**config.mk**
```make
export PLATFORM = sky130hd
export DESIGN_NAME = tdp_corrector
export DESIGN_NICKNAME = d
export VERILOG_FILES = /design/src/rtl/tdp_pkg.sv /design/src/rtl/tdp_syndrome.sv /design/src/rtl/tdp_classify.sv /design/src/rtl/tdp_corrector.sv
export SDC_FILE = /design/constraint.sdc
export NUM_CORES = 1
export LEC_CHECK = 0
export BUFFER_PORTS_ARGS = -buffer_cell sky130_fd_sc_hd__buf_4
export CELL_PAD_IN_SITES_DETAIL_PLACEMENT = 1
export CELL_PAD_IN_SITES_GLOBAL_PLACEMENT = 2
export CORE_ASPECT_RATIO = 0.8
export CORE_MARGIN = 3
export CORE_UTILIZATION = 36
export DETAILED_ROUTE_END_ITERATION = 12
export PLACE_DENSITY = 0.9
export SLEW_MARGIN = 15
export SYNTH_ARGS = -nofsm -noshare
export SYNTH_HDL_FRONTEND = slang
export SYNTH_SLANG_ARGS = --single-unit
```
**constraint.sdc**
```tcl
create_clock -name clk -period 8.39 [get_ports clk]
set_clock_uncertainty 0.05 [all_clocks]
set_input_delay 0.839 -clock clk [delete_from_list [all_inputs] [get_ports clk]]
set_output_delay 0.839 -clock clk [all_outputs]
set_load 0.1 [all_outputs]
```
**src/rtl/tdp_pkg.sv**
```systemverilog
package tdp_pkg;
  typedef enum logic [1:0] {
    ST_CLEAN = 2'b00,
    ST_FIXED = 2'b01,
    ST_FATAL = 2'b10
  } tdp_status_e;
endpackage

```
**src/rtl/tdp_syndrome.sv**
```systemverilog
module tdp_syndrome #(
  parameter int ROWS = 7,
  parameter int COLS = 8,
  localparam int W = ROWS * COLS
) (
  input  logic [W-1:0]    data,
  input  logic [ROWS-1:0] rowpar_rx,
  input  logic [COLS-1:0] colpar_rx,
  input  logic            corner_rx,
  output logic [ROWS-1:0] row_calc,
  output logic [COLS-1:0] col_calc,
  output logic            corner_calc,
  output logic [ROWS-1:0] row_bad,
  output logic [COLS-1:0] col_bad,
  output logic            corner_bad
);
  for (genvar r = 0; r < ROWS; r++) begin : g_row
    assign row_calc[r] = ^data[r*COLS +: COLS];
  end

  for (genvar c = 0; c < COLS; c++) begin : g_col
    logic [ROWS-1:0] column;
    for (genvar r = 0; r < ROWS; r++) begin : g_bit
      assign column[r] = data[r*COLS + c];
    end
    assign col_calc[c] = ^column;
  end

  assign corner_calc = ^row_calc;
  assign row_bad     = row_calc ^ rowpar_rx;
  assign col_bad     = col_calc ^ colpar_rx;
  assign corner_bad  = corner_rx ^ (^rowpar_rx);
endmodule

```
**src/rtl/tdp_classify.sv**
```systemverilog
module tdp_classify
  import tdp_pkg::*;
#(
  parameter int ROWS = 7,
  parameter int COLS = 8,
  localparam int W = ROWS * COLS
) (
  input  logic [ROWS-1:0] row_bad,
  input  logic [COLS-1:0] col_bad,
  input  logic            corner_bad,
  output tdp_status_e     status,
  output logic [W-1:0]    flip_mask
);
  logic row_none, col_none, row_one, col_one, cross_hit;

  assign row_none  = (row_bad == '0);
  assign col_none  = (col_bad == '0);
  assign row_one   = $onehot(row_bad);
  assign col_one   = $onehot(col_bad);
  assign cross_hit = row_one && col_one;

  always_comb begin
    if (row_none && col_none)
      status = corner_bad ? ST_FIXED : ST_CLEAN;
    else if (cross_hit)
      status = ST_FIXED;
    else if ((row_one && col_none) || (row_none && col_one))
      status = ST_FIXED;
    else
      status = ST_FATAL;
  end

  for (genvar r = 0; r < ROWS; r++) begin : g_fr
    for (genvar c = 0; c < COLS; c++) begin : g_fc
      assign flip_mask[r*COLS + c] = cross_hit & row_bad[r] & col_bad[c];
    end
  end
endmodule

```
**src/rtl/tdp_corrector.sv**
```systemverilog
module tdp_corrector
  import tdp_pkg::*;
#(
  parameter int ROWS = 7,
  parameter int COLS = 8,
  localparam int W = ROWS * COLS
) (
  input  logic            clk,
  input  logic            rst,
  input  logic            load_i,
  input  logic [W-1:0]    data_i,
  input  logic [ROWS-1:0] rowpar_i,
  input  logic [COLS-1:0] colpar_i,
  input  logic            corner_i,
  output logic            valid_o,
  output logic [W-1:0]    data_o,
  output logic [1:0]      status_o,
  output logic [ROWS-1:0] rowpar_o,
  output logic [COLS-1:0] colpar_o,
  output logic            corner_o
);
  logic [ROWS-1:0] row_calc, row_bad;
  logic [COLS-1:0] col_calc, col_bad;
  logic            corner_calc, corner_bad;
  tdp_status_e     status_nx;
  logic [W-1:0]    flip_mask;

  tdp_syndrome #(.ROWS(ROWS), .COLS(COLS)) u_syn (
    .data(data_i), .rowpar_rx(rowpar_i), .colpar_rx(colpar_i),
    .corner_rx(corner_i), .row_calc(row_calc), .col_calc(col_calc),
    .corner_calc(corner_calc), .row_bad(row_bad), .col_bad(col_bad),
    .corner_bad(corner_bad)
  );

  tdp_classify #(.ROWS(ROWS), .COLS(COLS)) u_cls (
    .row_bad(row_bad), .col_bad(col_bad), .corner_bad(corner_bad),
    .status(status_nx), .flip_mask(flip_mask)
  );

  always_ff @(posedge clk) begin
    if (rst) begin
      valid_o  <= 1'b0;
      data_o   <= '0;
      status_o <= ST_CLEAN;
      rowpar_o <= '0;
      colpar_o <= '0;
      corner_o <= 1'b0;
    end else begin
      valid_o <= load_i;
      if (load_i) begin
        data_o   <= data_i ^ flip_mask;
        status_o <= status_nx;
        rowpar_o <= row_calc;
        colpar_o <= col_calc;
        corner_o <= corner_calc;
      end
    end
  end
endmodule


```
==> impl_metrics.prom <==
# TYPE chip_impl_metric gauge
chip_impl_info{name="status",value="complete, no violations"} 1
chip_impl_metric{name="gr-usage-all-layers",unit="%"} 21.89
chip_impl_metric{name="post_drt_via_cell_ratio",unit=""} 4.938
chip_impl_metric{name="vias",unit=""} 4345
chip_impl_metric{name="remaining_drc_errors",unit=""} 0
chip_impl_info{name="synth_commonest_cells",value="124 x sky130_fd_sc_hd__xnor2_1, 75 x sky130_fd_sc_hd__dfxtp_1, 74 x sky130_fd_sc_hd__nor2_1"} 1
chip_impl_metric{name="clock_insertion_delay_at_the_later_pin_of_the_skew_report",unit="ps"} 350
chip_impl_metric{name="port-buffer-count",unit=""} 149
chip_impl_metric{name="n_fill_cell",unit=""} 1638
chip_impl_metric{name="area_growth_syn_to_layout",unit="%"} 28.29
chip_impl_metric{name="floorplan.initialDensity",unit="%"} 37.75
chip_impl_metric{name="drtAntennaViolNets",unit=""} 0
chip_impl_metric{name="placed_cell_area",unit="µm²"} 6812
chip_impl_metric{name="min_period",unit="ps"} 6078
chip_impl_metric{name="max_slew.worst_pin.slew",unit="ps"} 1007
chip_impl_metric{name="synth.lib_cells_used.distinct",unit=""} 30
chip_impl_metric{name="clock-sinks",unit=""} 75
chip_impl_metric{name="mappedNetlistArea",unit="µm²"} 5545
chip_impl_metric{name="min_period_over_period",unit="%"} 72.44
chip_impl_metric{name="cts_setup_buffers",unit=""} 0
chip_impl_metric{name="row_count",unit=""} 39
chip_impl_metric{name="synthesis.instances",unit=""} 539
chip_impl_info{name="synth.most_common_cell",value="sky130_fd_sc_hd__xnor2_1"} 1
chip_impl_metric{name="leakage_power_total",unit="nW"} 2.978
chip_impl_metric{name="tritoncts_buffers",unit=""} 9
chip_impl_metric{name="cts-resized-gates",unit=""} 0
chip_impl_info{name="netlist.top_cell.by_area",value="sky130_fd_sc_hd__dfxtp_1"} 1
chip_impl_info{name="setup_repair_after_global_routing_missed_its_margin",value="no"} 1
chip_impl_metric{name="slew-limit-headroom",unit="%"} 32.87
chip_impl_metric{name="finish.instance_area",unit="µm²"} 7114
chip_impl_metric{name="die_h",unit="µm"} 117.0
chip_impl_metric{name="synth_top_cell_area_share",unit="%"} 27.08
chip_impl_metric{name="finalNonFillerCells",unit=""} 880
chip_impl_metric{name="worst_setup_hold_path_clk_slew",unit="ps"} 60
chip_impl_metric{name="synthesized_netlist_net_count",unit=""} 638
chip_impl_metric{name="setup_viol_count_final",unit=""} 0
chip_impl_metric{name="design.final.nets",unit=""} 769
chip_impl_metric{name="grt_start_max_net_pins",unit=""} 97
chip_impl_metric{name="drt-wirelength-per-cell",unit="µm"} 20.74
chip_impl_metric{name="numPlacedInstances",unit=""} 864
chip_impl_metric{name="report.final.slew_viol_count",unit=""} 0
chip_impl_metric{name="grt_overflow",unit=""} 0
chip_impl_metric{name="cts_hold_buffers",unit=""} 0
chip_impl_metric{name="max_cap_viol_count",unit=""} 0
chip_impl_metric{name="antenna-diode-count",unit=""} 0
chip_impl_info{name="critical_path_class",value="input port to flop"} 1
chip_impl_metric{name="core-area",unit="µm²"} 14690
chip_impl_info{name="cts_tree",value="done"} 1
chip_impl_metric{name="synth_seq_area_share",unit="%"} 27.08
chip_impl_metric{name="hold-worst-slack",unit="ps"} 435.1
chip_impl_metric{name="vias_in_the_first_global_route",unit=""} 4617
chip_impl_metric{name="pwr_density_cell",unit="nW/µm²"} 324.8
chip_impl_metric{name="cp.arrival",unit="ps"} 6280
chip_impl_info{name="critical-path-slowest-cell",value="sky130_fd_sc_hd__fa_1"} 1
chip_impl_metric{name="cts_buffer_depth",unit=""} 2
chip_impl_metric{name="detail_route.first_pass.iterations",unit=""} 4
chip_impl_metric{name="floorplan.die_area",unit="µm²"} 16940
chip_impl_metric{name="chipWidth",unit="µm"} 144.8
chip_impl_info{name="top_cells_by_area_synth",value="sky130_fd_sc_hd__dfxtp_1 27%, sky130_fd_sc_hd__xnor2_1 20%, sky130_fd_sc_hd__nor3_2 8.7%"} 1
chip_impl_metric{name="synth.avg_cell_area",unit="µm²"} 10.29
chip_impl_metric{name="crit_required",unit="ps"} 8590
chip_impl_metric{name="first_pass_grt_wire_length",unit="µm"} 27520
chip_impl_metric{name="drc_violation_total_after_the_first_tritonroute_iteration",unit=""} 202
chip_impl_info{name="worstSetupEndpointType",value="flop"} 1
chip_impl_info{name="worstPathCellList",value="buf_4, xnor3_1, xnor3_2, xnor2_4, inv_1, ha_1, fa_1, inv_1, fa_1, inv_1, ha_1, fa_1, nor4b_1, nand2_2, buf_4, nor3_1, xnor2_1, a211oi_1"} 1
chip_impl_metric{name="number_of_enable_flip_flop_cells_after_synthesis",unit=""} 0
chip_impl_info{name="dominantRegCellSynth",value="sky130_fd_sc_hd__dfxtp_1"} 1
chip_impl_metric{name="crit_path_max_incr_delay",unit="ps"} 540
chip_impl_metric{name="synth-async-reset-ratio",unit="%"} 0
chip_impl_info{name="setup.worst_path.start_class",value="input port"} 1
chip_impl_metric{name="yosys_warnings",unit=""} 0
chip_impl_metric{name="io_pins",unit=""} 150
chip_impl_metric{name="achievable-frequency",unit="MHz"} 164.5
chip_impl_metric{name="post_route_setup_tns",unit="ps"} 0
chip_impl_metric{name="cts-htree-levels",unit=""} 3
chip_impl_metric{name="finalHoldViolations",unit=""} 0
chip_impl_metric{name="worstPathMaxFanout",unit=""} 38
chip_impl_info{name="min_path_type",value="flop to flop"} 1
chip_impl_metric{name="dp_hpwl",unit="µm"} 14330
chip_impl_metric{name="vdd_ir_drop_max",unit="V"} 0.0001534
chip_impl_metric{name="place.gp.congestion",unit=""} 0.8976
chip_impl_metric{name="detail_route.wirelength",unit="µm"} 18250
chip_impl_metric{name="ys_seq_elements",unit=""} 75
chip_impl_metric{name="grt_antenna_before_repair",unit=""} 0
chip_impl_metric{name="fraction_of_final_layout_cells_with_drive_strength_greater_than_1",unit="%"} 36.59
chip_impl_info{name="ctsRootBufferMaster",value="sky130_fd_sc_hd__clkbuf_16"} 1
[final timing paths]
kind / startpoint / end / slack, ps / cells after the start
min reg2reg: data_o[33]$_SDFFE_PP0P_ / data_o[33]$_SDFFE_PP0P_ / 440 / 2
max reg2reg: data_o[1]$_SDFFE_PP0P_ / data_o[1]$_SDFFE_PP0P_ / 7540 / 2
min: data_o[33]$_SDFFE_PP0P_ / data_o[33]$_SDFFE_PP0P_ / 440 / 2
max: data_i[8] / data_o[9]$_SDFFE_PP0P_ / 2310 / 18
[state kept, by name, summed over array words and instances, names as in the netlist]
signal,cells
status_o,2
valid_o,1
data_o,56
rowpar_o,7
corner_o,1
colpar_o,8
[metal layers]
layer / up-vias / routed length [µm] / GRT usage, %
li1: 2077 / - / -
met1: 2116 / 8755 / 30.93
met3: 16 / 932 / 3.940
met5: - / 0 / 0
met4: 0 / 250 / 5.407
met2: 136 / 8313 / 34.89
[cells by family (layout without fill, tap and decap cells)]
family / after synthesis / in the layout / share of synthesized area [%]
AND/OR/NAND/NOR: 140 / 140 / 15.61
multiplexers: 8 / 8 / 1.444
adder cells (fa/ha/maj): 24 / 24 / 6.363
buffers and inverters: 61 / 197 / 4.310
flip-flops: 75 / 75 / 27.08
AO/OA/AOI/OAI: 67 / 67 / 9.115
XOR/XNOR: 164 / 164 / 36.08
[critical path: cells and delay by family]
family / cells / cell delay, ps
fa+ha+maj: 5 / 1940
xor+xnor: 4 / 1360
simple gates: 3 / 1080
buf+inv: 5 / 760
compound gates: 1 / 260
[placed cells by master, fill, tap and decap left out, types with 2 or more instances in the layout]
cell type                    synthesis  layout
sky130_fd_sc_hd__xnor2_2             7       7
sky130_fd_sc_hd__a21oi_1             2       2
sky130_fd_sc_hd__a211oi_2            2       2
sky130_fd_sc_hd__fa_1                7       7
sky130_fd_sc_hd__nor2_1             74      74
sky130_fd_sc_hd__clkinv_2            0       2
sky130_fd_sc_hd__xnor3_1            11      11
sky130_fd_sc_hd__nor3_1              9       9
sky130_fd_sc_hd__ha_1               17      17
sky130_fd_sc_hd__dfxtp_1            75      75
sky130_fd_sc_hd__a211oi_1           62      62
sky130_fd_sc_hd__clkinvlp_4          0       2
sky130_fd_sc_hd__mux2i_1             8       8
sky130_fd_sc_hd__buf_4               0     151
sky130_fd_sc_hd__nor3_2             48      48
sky130_fd_sc_hd__xnor3_2            14      14
sky130_fd_sc_hd__clkbuf_16           0       9
sky130_fd_sc_hd__inv_1              30      30
sky130_fd_sc_hd__xnor2_4             8       8
sky130_fd_sc_hd__xnor2_1           124     124
[layout make-up]
cell class	instances	area, µm²	area share, %
timing repair buffer	151	1134	15.93
clock buffer	10	239.0	3.359
multi-input combinational	403	3807	53.52
clock inverter	6	63.81	0.8969
inverter	30	112.6	1.583
sequential	75	1501	21.10
tap	205	256.5	3.605
[through the flow]
| step | util (%) | total power [W] | setup slack, ps |
|---|---|---|---|
| floorplan | - | 0.001569 | 3027 |
| global placement | 46.38 | 0.001874 | 2035 |
| detailed placement | 46.38 | 0.001923 | 1882 |
| CTS | 48.44 | 0.002333 | 2268 |
| global route | 48.44 | 0.002463 | 1851 |
| finish | 48.44 | 0.002311 | 2312 |
[report_power, final]
part           switching [W]  internal, W
Sequential         0.0000295     0.000403
Clock               0.000164     0.000238
Combinational       0.000993     0.000482
Total                0.00119      0.00112
Note: power is estimated with default switching activity, not from simulation.
